==> src/rtl/ir_rx_pkg.sv <==
package ir_rx_pkg;
    typedef enum logic [2:0] {
        S_IDLE,
        S_ARM,
        S_ST_RISE,
        S_ST_FALL,
        S_SAMPLE,
        S_MID,
        S_DONE,
        S_FAULT
    } rx_state_e;
endpackage

==> src/rtl/ir_tick_gen.sv <==
module ir_tick_gen #(
    parameter int DIV = 512
) (
    input  logic clk,
    input  logic rst,
    output logic tick
);
    localparam int CW = (DIV > 2) ? $clog2(DIV) : 1;

    logic [CW-1:0] cnt_d, cnt_q;
    logic          wrap;

    always_comb begin
        wrap  = (cnt_q == CW'(DIV - 1));
        cnt_d = wrap ? '0 : cnt_q + 1'b1;
    end

    always_ff @(posedge clk) begin
        if (rst) cnt_q <= '0;
        else     cnt_q <= cnt_d;
    end

    assign tick = wrap;
endmodule

==> src/rtl/ir_line_sync.sv <==
module ir_line_sync (
    input  logic clk,
    input  logic rst,
    input  logic line_n,
    output logic lvl,
    output logic rise,
    output logic fall
);
    logic s1_q, s2_q, prev_q;

    always_ff @(posedge clk) begin
        if (rst) begin
            s1_q   <= 1'b1;
            s2_q   <= 1'b1;
            prev_q <= 1'b1;
        end else begin
            s1_q   <= line_n;
            s2_q   <= s1_q;
            prev_q <= s2_q;
        end
    end

    assign lvl  = s2_q;
    assign rise = s2_q & ~prev_q;
    assign fall = ~s2_q & prev_q;
endmodule

==> src/rtl/ir_biphase_rx.sv <==
module ir_biphase_rx
    import ir_rx_pkg::*;
#(
    parameter int TICK_DIV = 512,
    parameter int Q_TICKS  = 7,
    parameter int TQ_TICKS = 21,
    parameter int SYS_W    = 5,
    parameter int CMD_W    = 6,
    parameter int OUT_W    = 8
) (
    input  logic             clk,
    input  logic             rst,
    input  logic             ir_n,
    output logic [OUT_W-1:0] sys_addr,
    output logic [OUT_W-1:0] cmd,
    output logic             result_valid,
    output logic             result_err
);
    localparam int NBITS = 1 + SYS_W + CMD_W;
    localparam int TW    = $clog2(TQ_TICKS + 1);
    localparam int CW    = $clog2(NBITS + 1);

    typedef struct packed {
        rx_state_e        st;
        logic [TW-1:0]    tmr;
        logic [CW-1:0]    cnt;
        logic [NBITS-1:0] sh;
        logic             lvl;
        logic [OUT_W-1:0] sys;
        logic [OUT_W-1:0] cmd;
        logic             vld;
        logic             err;
    } regs_t;

    regs_t r_d, r_q;
    logic  tick_w, lvl_w, rise_w, fall_w, timeout;

    ir_tick_gen #(.DIV(TICK_DIV)) u_tick (
        .clk (clk),
        .rst (rst),
        .tick(tick_w)
    );

    ir_line_sync u_sync (
        .clk   (clk),
        .rst   (rst),
        .line_n(ir_n),
        .lvl   (lvl_w),
        .rise  (rise_w),
        .fall  (fall_w)
    );

    always_comb begin
        r_d     = r_q;
        r_d.vld = 1'b0;
        timeout = (r_q.tmr >= TW'(TQ_TICKS));
        if (tick_w && !timeout) r_d.tmr = r_q.tmr + 1'b1;

        unique case (r_q.st)
            S_IDLE: begin
                r_d.tmr = '0;
                if (lvl_w) r_d.st = S_ARM;
            end
            S_ARM: begin
                r_d.tmr = '0;
                if (fall_w) r_d.st = S_ST_RISE;
            end
            S_ST_RISE: begin
                if (timeout) r_d.st = S_FAULT;
                else if (rise_w) begin
                    r_d.tmr = '0;
                    r_d.st  = S_ST_FALL;
                end
            end
            S_ST_FALL: begin
                if (timeout) r_d.st = S_FAULT;
                else if (fall_w) begin
                    r_d.tmr = '0;
                    r_d.cnt = '0;
                    r_d.st  = S_SAMPLE;
                end
            end
            S_SAMPLE: begin
                if (r_q.tmr >= TW'(Q_TICKS)) begin
                    r_d.sh  = {r_q.sh[NBITS-2:0], lvl_w};
                    r_d.lvl = lvl_w;
                    r_d.st  = S_MID;
                end
            end
            S_MID: begin
                if (timeout) r_d.st = S_FAULT;
                else if (r_q.lvl ? fall_w : rise_w) begin
                    r_d.tmr = '0;
                    r_d.cnt = r_q.cnt + 1'b1;
                    r_d.st  = (r_q.cnt == CW'(NBITS - 1)) ? S_DONE : S_SAMPLE;
                end
            end
            S_DONE: begin
                r_d.sys = OUT_W'(r_q.sh[CMD_W +: SYS_W]);
                r_d.cmd = OUT_W'({r_q.sh[NBITS-1], r_q.sh[CMD_W-1:0]});
                r_d.vld = 1'b1;
                r_d.err = 1'b0;
                r_d.st  = S_IDLE;
            end
            S_FAULT: begin
                r_d.sys = '1;
                r_d.cmd = '1;
                r_d.vld = 1'b1;
                r_d.err = 1'b1;
                r_d.st  = S_IDLE;
            end
            default: r_d.st = S_IDLE;
        endcase
    end

    always_ff @(posedge clk) begin
        if (rst) begin
            r_q.st  <= S_IDLE;
            r_q.tmr <= '0;
            r_q.cnt <= '0;
            r_q.sh  <= '0;
            r_q.lvl <= 1'b0;
            r_q.sys <= '0;
            r_q.cmd <= '0;
            r_q.vld <= 1'b0;
            r_q.err <= 1'b0;
        end else begin
            r_q <= r_d;
        end
    end

    assign sys_addr     = r_q.sys;
    assign cmd          = r_q.cmd;
    assign result_valid = r_q.vld;
    assign result_err   = r_q.err;


    valid_pulse_chk: assert property (@(posedge clk) disable iff (rst)
        result_valid |=> !result_valid);


    fault_fields_chk: assert property (@(posedge clk) disable iff (rst)
        (result_valid && result_err) |-> (sys_addr == '1 && cmd == '1));


    good_fields_chk: assert property (@(posedge clk) disable iff (rst)
        (result_valid && !result_err) |->
            (cmd[OUT_W-1] == 1'b0 && sys_addr[OUT_W-1:SYS_W] == '0));


    mid_timeout_chk: assert property (@(posedge clk) disable iff (rst)
        (r_q.st == S_MID && r_q.tmr >= TW'(TQ_TICKS)) |=> (r_q.st == S_FAULT));


    tick_hold_chk: assert property (@(posedge clk) disable iff (rst)
        (r_q.st == S_MID && $past(r_q.st) == S_MID && !$past(tick_w))
            |-> (r_q.tmr == $past(r_q.tmr)));


    hold_out_chk: assert property (@(posedge clk) disable iff (rst)
        (!result_valid && $past(!rst)) |-> ($stable(sys_addr) && $stable(cmd)));
endmodule

==> config.mk <==
export PLATFORM = sky130hd
export DESIGN_NAME = ir_biphase_rx
export DESIGN_NICKNAME = d
export VERILOG_FILES = /design/src/rtl/ir_rx_pkg.sv /design/src/rtl/ir_tick_gen.sv /design/src/rtl/ir_line_sync.sv /design/src/rtl/ir_biphase_rx.sv
export SDC_FILE = /design/constraint.sdc
export NUM_CORES = 1
export LEC_CHECK = 0
export ABC_AREA = 0
export BUFFER_PORTS_ARGS = -buffer_cell sky130_fd_sc_hd__buf_2
export CAP_MARGIN = 40
export CORE_MARGIN = 2
export CORE_UTILIZATION = 37
export DETAILED_ROUTE_END_ITERATION = 10
export HOLD_SLACK_MARGIN = 0.15
export SLEW_MARGIN = 15
export SYNTH_ARGS = -nofsm -noshare
export SYNTH_HDL_FRONTEND = slang
export SYNTH_SLANG_ARGS = --single-unit
==> constraint.sdc <==
create_clock -name clk -period 2.2 [get_ports clk]
set_input_delay 0.44 -clock clk [delete_from_list [all_inputs] [get_ports clk]]
set_output_delay 0.44 -clock clk [all_outputs]
set_load 0.05 [all_outputs]
==> impl_metrics.ini <==
[cells_and_area]
layout.nets = 279
drive_gt1_frac = 0.1624
fill_cells = 615
syn_to_final_growth_pct = 5.652
antennaDiodeCount = 0

[timing]
setup-tns-final_ns = 0
whs_ns = 0.3328
fmax_mhz = 577.3
maxSlewHeadroom = 0.5469
fin_crit_ns = 1.732
skew_ns = 0.007406
setup_viol = 0
rsz0062_at_grt = false
slew_violations = 0
finalHoldViolCount = 0
fin_crit_sh = 0.7874
worst_pin_slew_ns = 0.6797

[job]
maxCapViolCount = 0

[die]
io_pins = 21
die-area_mm2 = 0.006869
initial_core_util = 0.3866
rows = 28
die_width_um = 82.88
floorplan.die.height_um = 82.88
core-area_mm2 = 0.005956

[cts]
cts_sinks = 50
cts_tree = built
cts.path.max_buffers = 2
holdBufCountCts = 0
path_clk_slew_ns = 0.09
post_cts_buffers = 0
ctsResizeCount = 0
cts_root_buffer = clkbuf_8
numCtsBuffers = 5
cts_max_level = 2
clk_latency_ns = 0.29

[worst_setup_path]
worstSetupStartpointType = flip-flop
arrival_ns = 1.89
crit_chain = inv_1 -> ha_1 -> nor4_2 -> o21ai_1 -> a21o_1 -> o21ai_0 -> a21oi_1
critPathMaxFanout = 6
end_kind = flip-flop
max_stage_delay_ns = 0.41
crit_buf_inv = 1
worst_path_dominant_cell_family = compound AO/OA/AOI/OAI gates
critPathKind = reg2reg
critPathRequiredTime_ns = 2.35
crit_slowest_cell = dfxtp_1

[grt]
met2_usage = 0.1979
grt_usage = 0.1179
grt_overflow = 0
antenna_found_initial = 0
grt.met3_usage = 0.02982
use_met1 = 0.1505
grt_pass1_wl_um = 6955
grt_pass1_vias = 1592
busiest_layer = met2
grt_max_degree = 38

[synthesis]
synth_area_per_cell_um2 = 8.558
synth_top_area_share = 0.4348
synth_cell_types = 44
synth-compound-area-share = 0.1223
ys_warn_count = 0
ys_seq_area_frac = 0.4348
synth_mux_area_frac = 0.06087
synth_most_common_cell = dfxtp_1
yosys.area_share.adder = 0.02717
ys_top_cells_by_count = 50 x dfxtp_1, 48 x nor2_1, 23 x nor3_1, 17 x buf_4, 14 x mux2i_1
synth_edf_count = 0
synthesis.area_mm2 = 0.002302
synth-simple-area-share = 0.2364
async_flop_share = 0
syn_nets = 277
synth_top_family_by_area = simple AND/OR/NAND/NOR gates
synthXorXnorAreaFrac = 0.02663
syn_inst = 269
synth_top_area_cell = dfxtp_1
synth-main-ff-cell = dfxtp_1
ys_ff_latch = 50
synth_area_leaders = dfxtp_1 43%, nor2_1 7.8%, mux2i_1 6.1%

[power_and_ir_drop]
p_leak_uw = 0.001026
pwr-share-seq = 0.578
sw_frac_of_total = 0.2717
irDropWorstVdd_uv = 373.0
powerDensity_mw_per_mm2 = 686.6
switchingPower_uw = 453.9
p_int_uw = 1216
clkPwrFrac = 0.302
pwr-share-comb = 0.121

[route]
vias = 1706
drcViolationCount = 0
drtIter0Drc = 90
first_pass_iters = 4
post_drt_wl_per_cell_um = 11.45
antenna_left = 0
drt_wl_total_um = 3962
via_per_inst = 4.931

[place]
gp_congestion = 0.8355
dp_hpwl_um = 2701
io_buffer_count = 20

[min_path]
hold_path_class = in2reg

[run_status]
status = completed
[metal layers]
metal	share of wire	vias up
met4	0.011	0
li1	-	903
met5	0	-
met3	0.020	4
met2	0.47	13
met1	0.50	786
[area by class of cell]
type                            count  area, µm²  share of cell area
Clock buffer                        5      68.82             0.02829
Timing Repair Buffer               25      137.6             0.05658
Clock inverter                      2      15.01            0.006173
Multi-Input combinational cell    182       1090              0.4480
Inverter                            7      26.28             0.01080
Sequential cell                    50       1001              0.4115
Tap cell                           75      93.84             0.03858
[cells by family (layout without fill, tap and decap cells)]
logic type | after synthesis | in the layout
AOI/OAI and AO/OA | 41 | 41
xor gates and xnor gates | 7 | 7
adders and majority gates | 5 | 5
buffers and inverters | 37 | 39
DFF | 50 | 50
muxes | 14 | 14
and+or+nand+nor | 115 | 115
[worst register-to-register path, cell delays in order (launching register included)]
cell     delay [ns]
dfxtp_1        0.41
inv_1          0.07
ha_1           0.19
nor4_2         0.19
o21ai_1        0.24
a21o_1         0.26
o21ai_0        0.18
a21oi_1        0.08
[registers in the layout (all words and copies together) (netlist names)]
signal and cells:
u_sync.lvl 1, u_sync.prev_q 1, r_q 24, sys_addr 6, result_valid 1, u_sync.s1_q 1, cmd 7, u_tick.cnt_q 9
[power groups by stage]
stage	logic (µW)	registers, µW	clock network, µW
after floorplan	174	962	0
after detailed placement	204	989	0
after global placement	200	987	0
final	201	965	504
after CTS	205	966	530
after global routing	224	970	563
[path summary, 6_finish.rpt]
check | startpoint | to | slack (ns) | cells past startpoint
worst max register to register | r_q[36]$_SDFF_PP0_ | r_q[34]$_SDFFE_PP0P_ | 0.47 | 7
worst max-delay path | r_q[36]$_SDFF_PP0_ | r_q[34]$_SDFFE_PP0P_ | 0.47 | 7
worst min-delay path | ir_n | u_sync.s1_q$_SDFF_PP1_ | 0.33 | 2
worst min register to register | u_sync.s1_q$_SDFF_PP1_ | u_sync.lvl$_SDFF_PP1_ | 0.41 | 1
[through the flow]
stage	cell area [µm²]	total power, µW	instances	worst slack (ns)	util
floorplan	2302	1135	269	0.5445	-
global placement	2349	1187	339	0.4855	0.3943
detailed placement	2349	1192	339	0.4570	0.3943
CTS	2432	1701	346	0.4399	0.4084
global route	2432	1757	346	0.2304	0.4084
finish	2432	1670	346	0.4677	0.4084
[cell usage in the layout, fill, tap and decap left out, types with 2 or more instances in the layout]
cell / netlist / routed
or2_2: 5 / 5
a21o_1: 3 / 3
buf_2: 1 / 20
dfxtp_1: 50 / 50
nand2_1: 12 / 12
or3_1: 2 / 2
xnor2_1: 2 / 2
or2b_1: 2 / 2
a211oi_1: 2 / 2
buf_4: 17 / 5
inv_1: 6 / 6
xor2_1: 5 / 5
nor2_1: 48 / 48
o21ai_1: 2 / 2
a21oi_1: 11 / 11
o21ai_0: 10 / 10
o31ai_1: 2 / 2
nor2b_1: 5 / 5
nor3_1: 23 / 23
clkinvlp_4: 0 / 2
nand3_1: 9 / 9
ha_1: 5 / 5
a311oi_2: 2 / 2
clkbuf_8: 0 / 5
mux2i_1: 14 / 14
No activity file was read; power rests on OpenSTA's default activity.
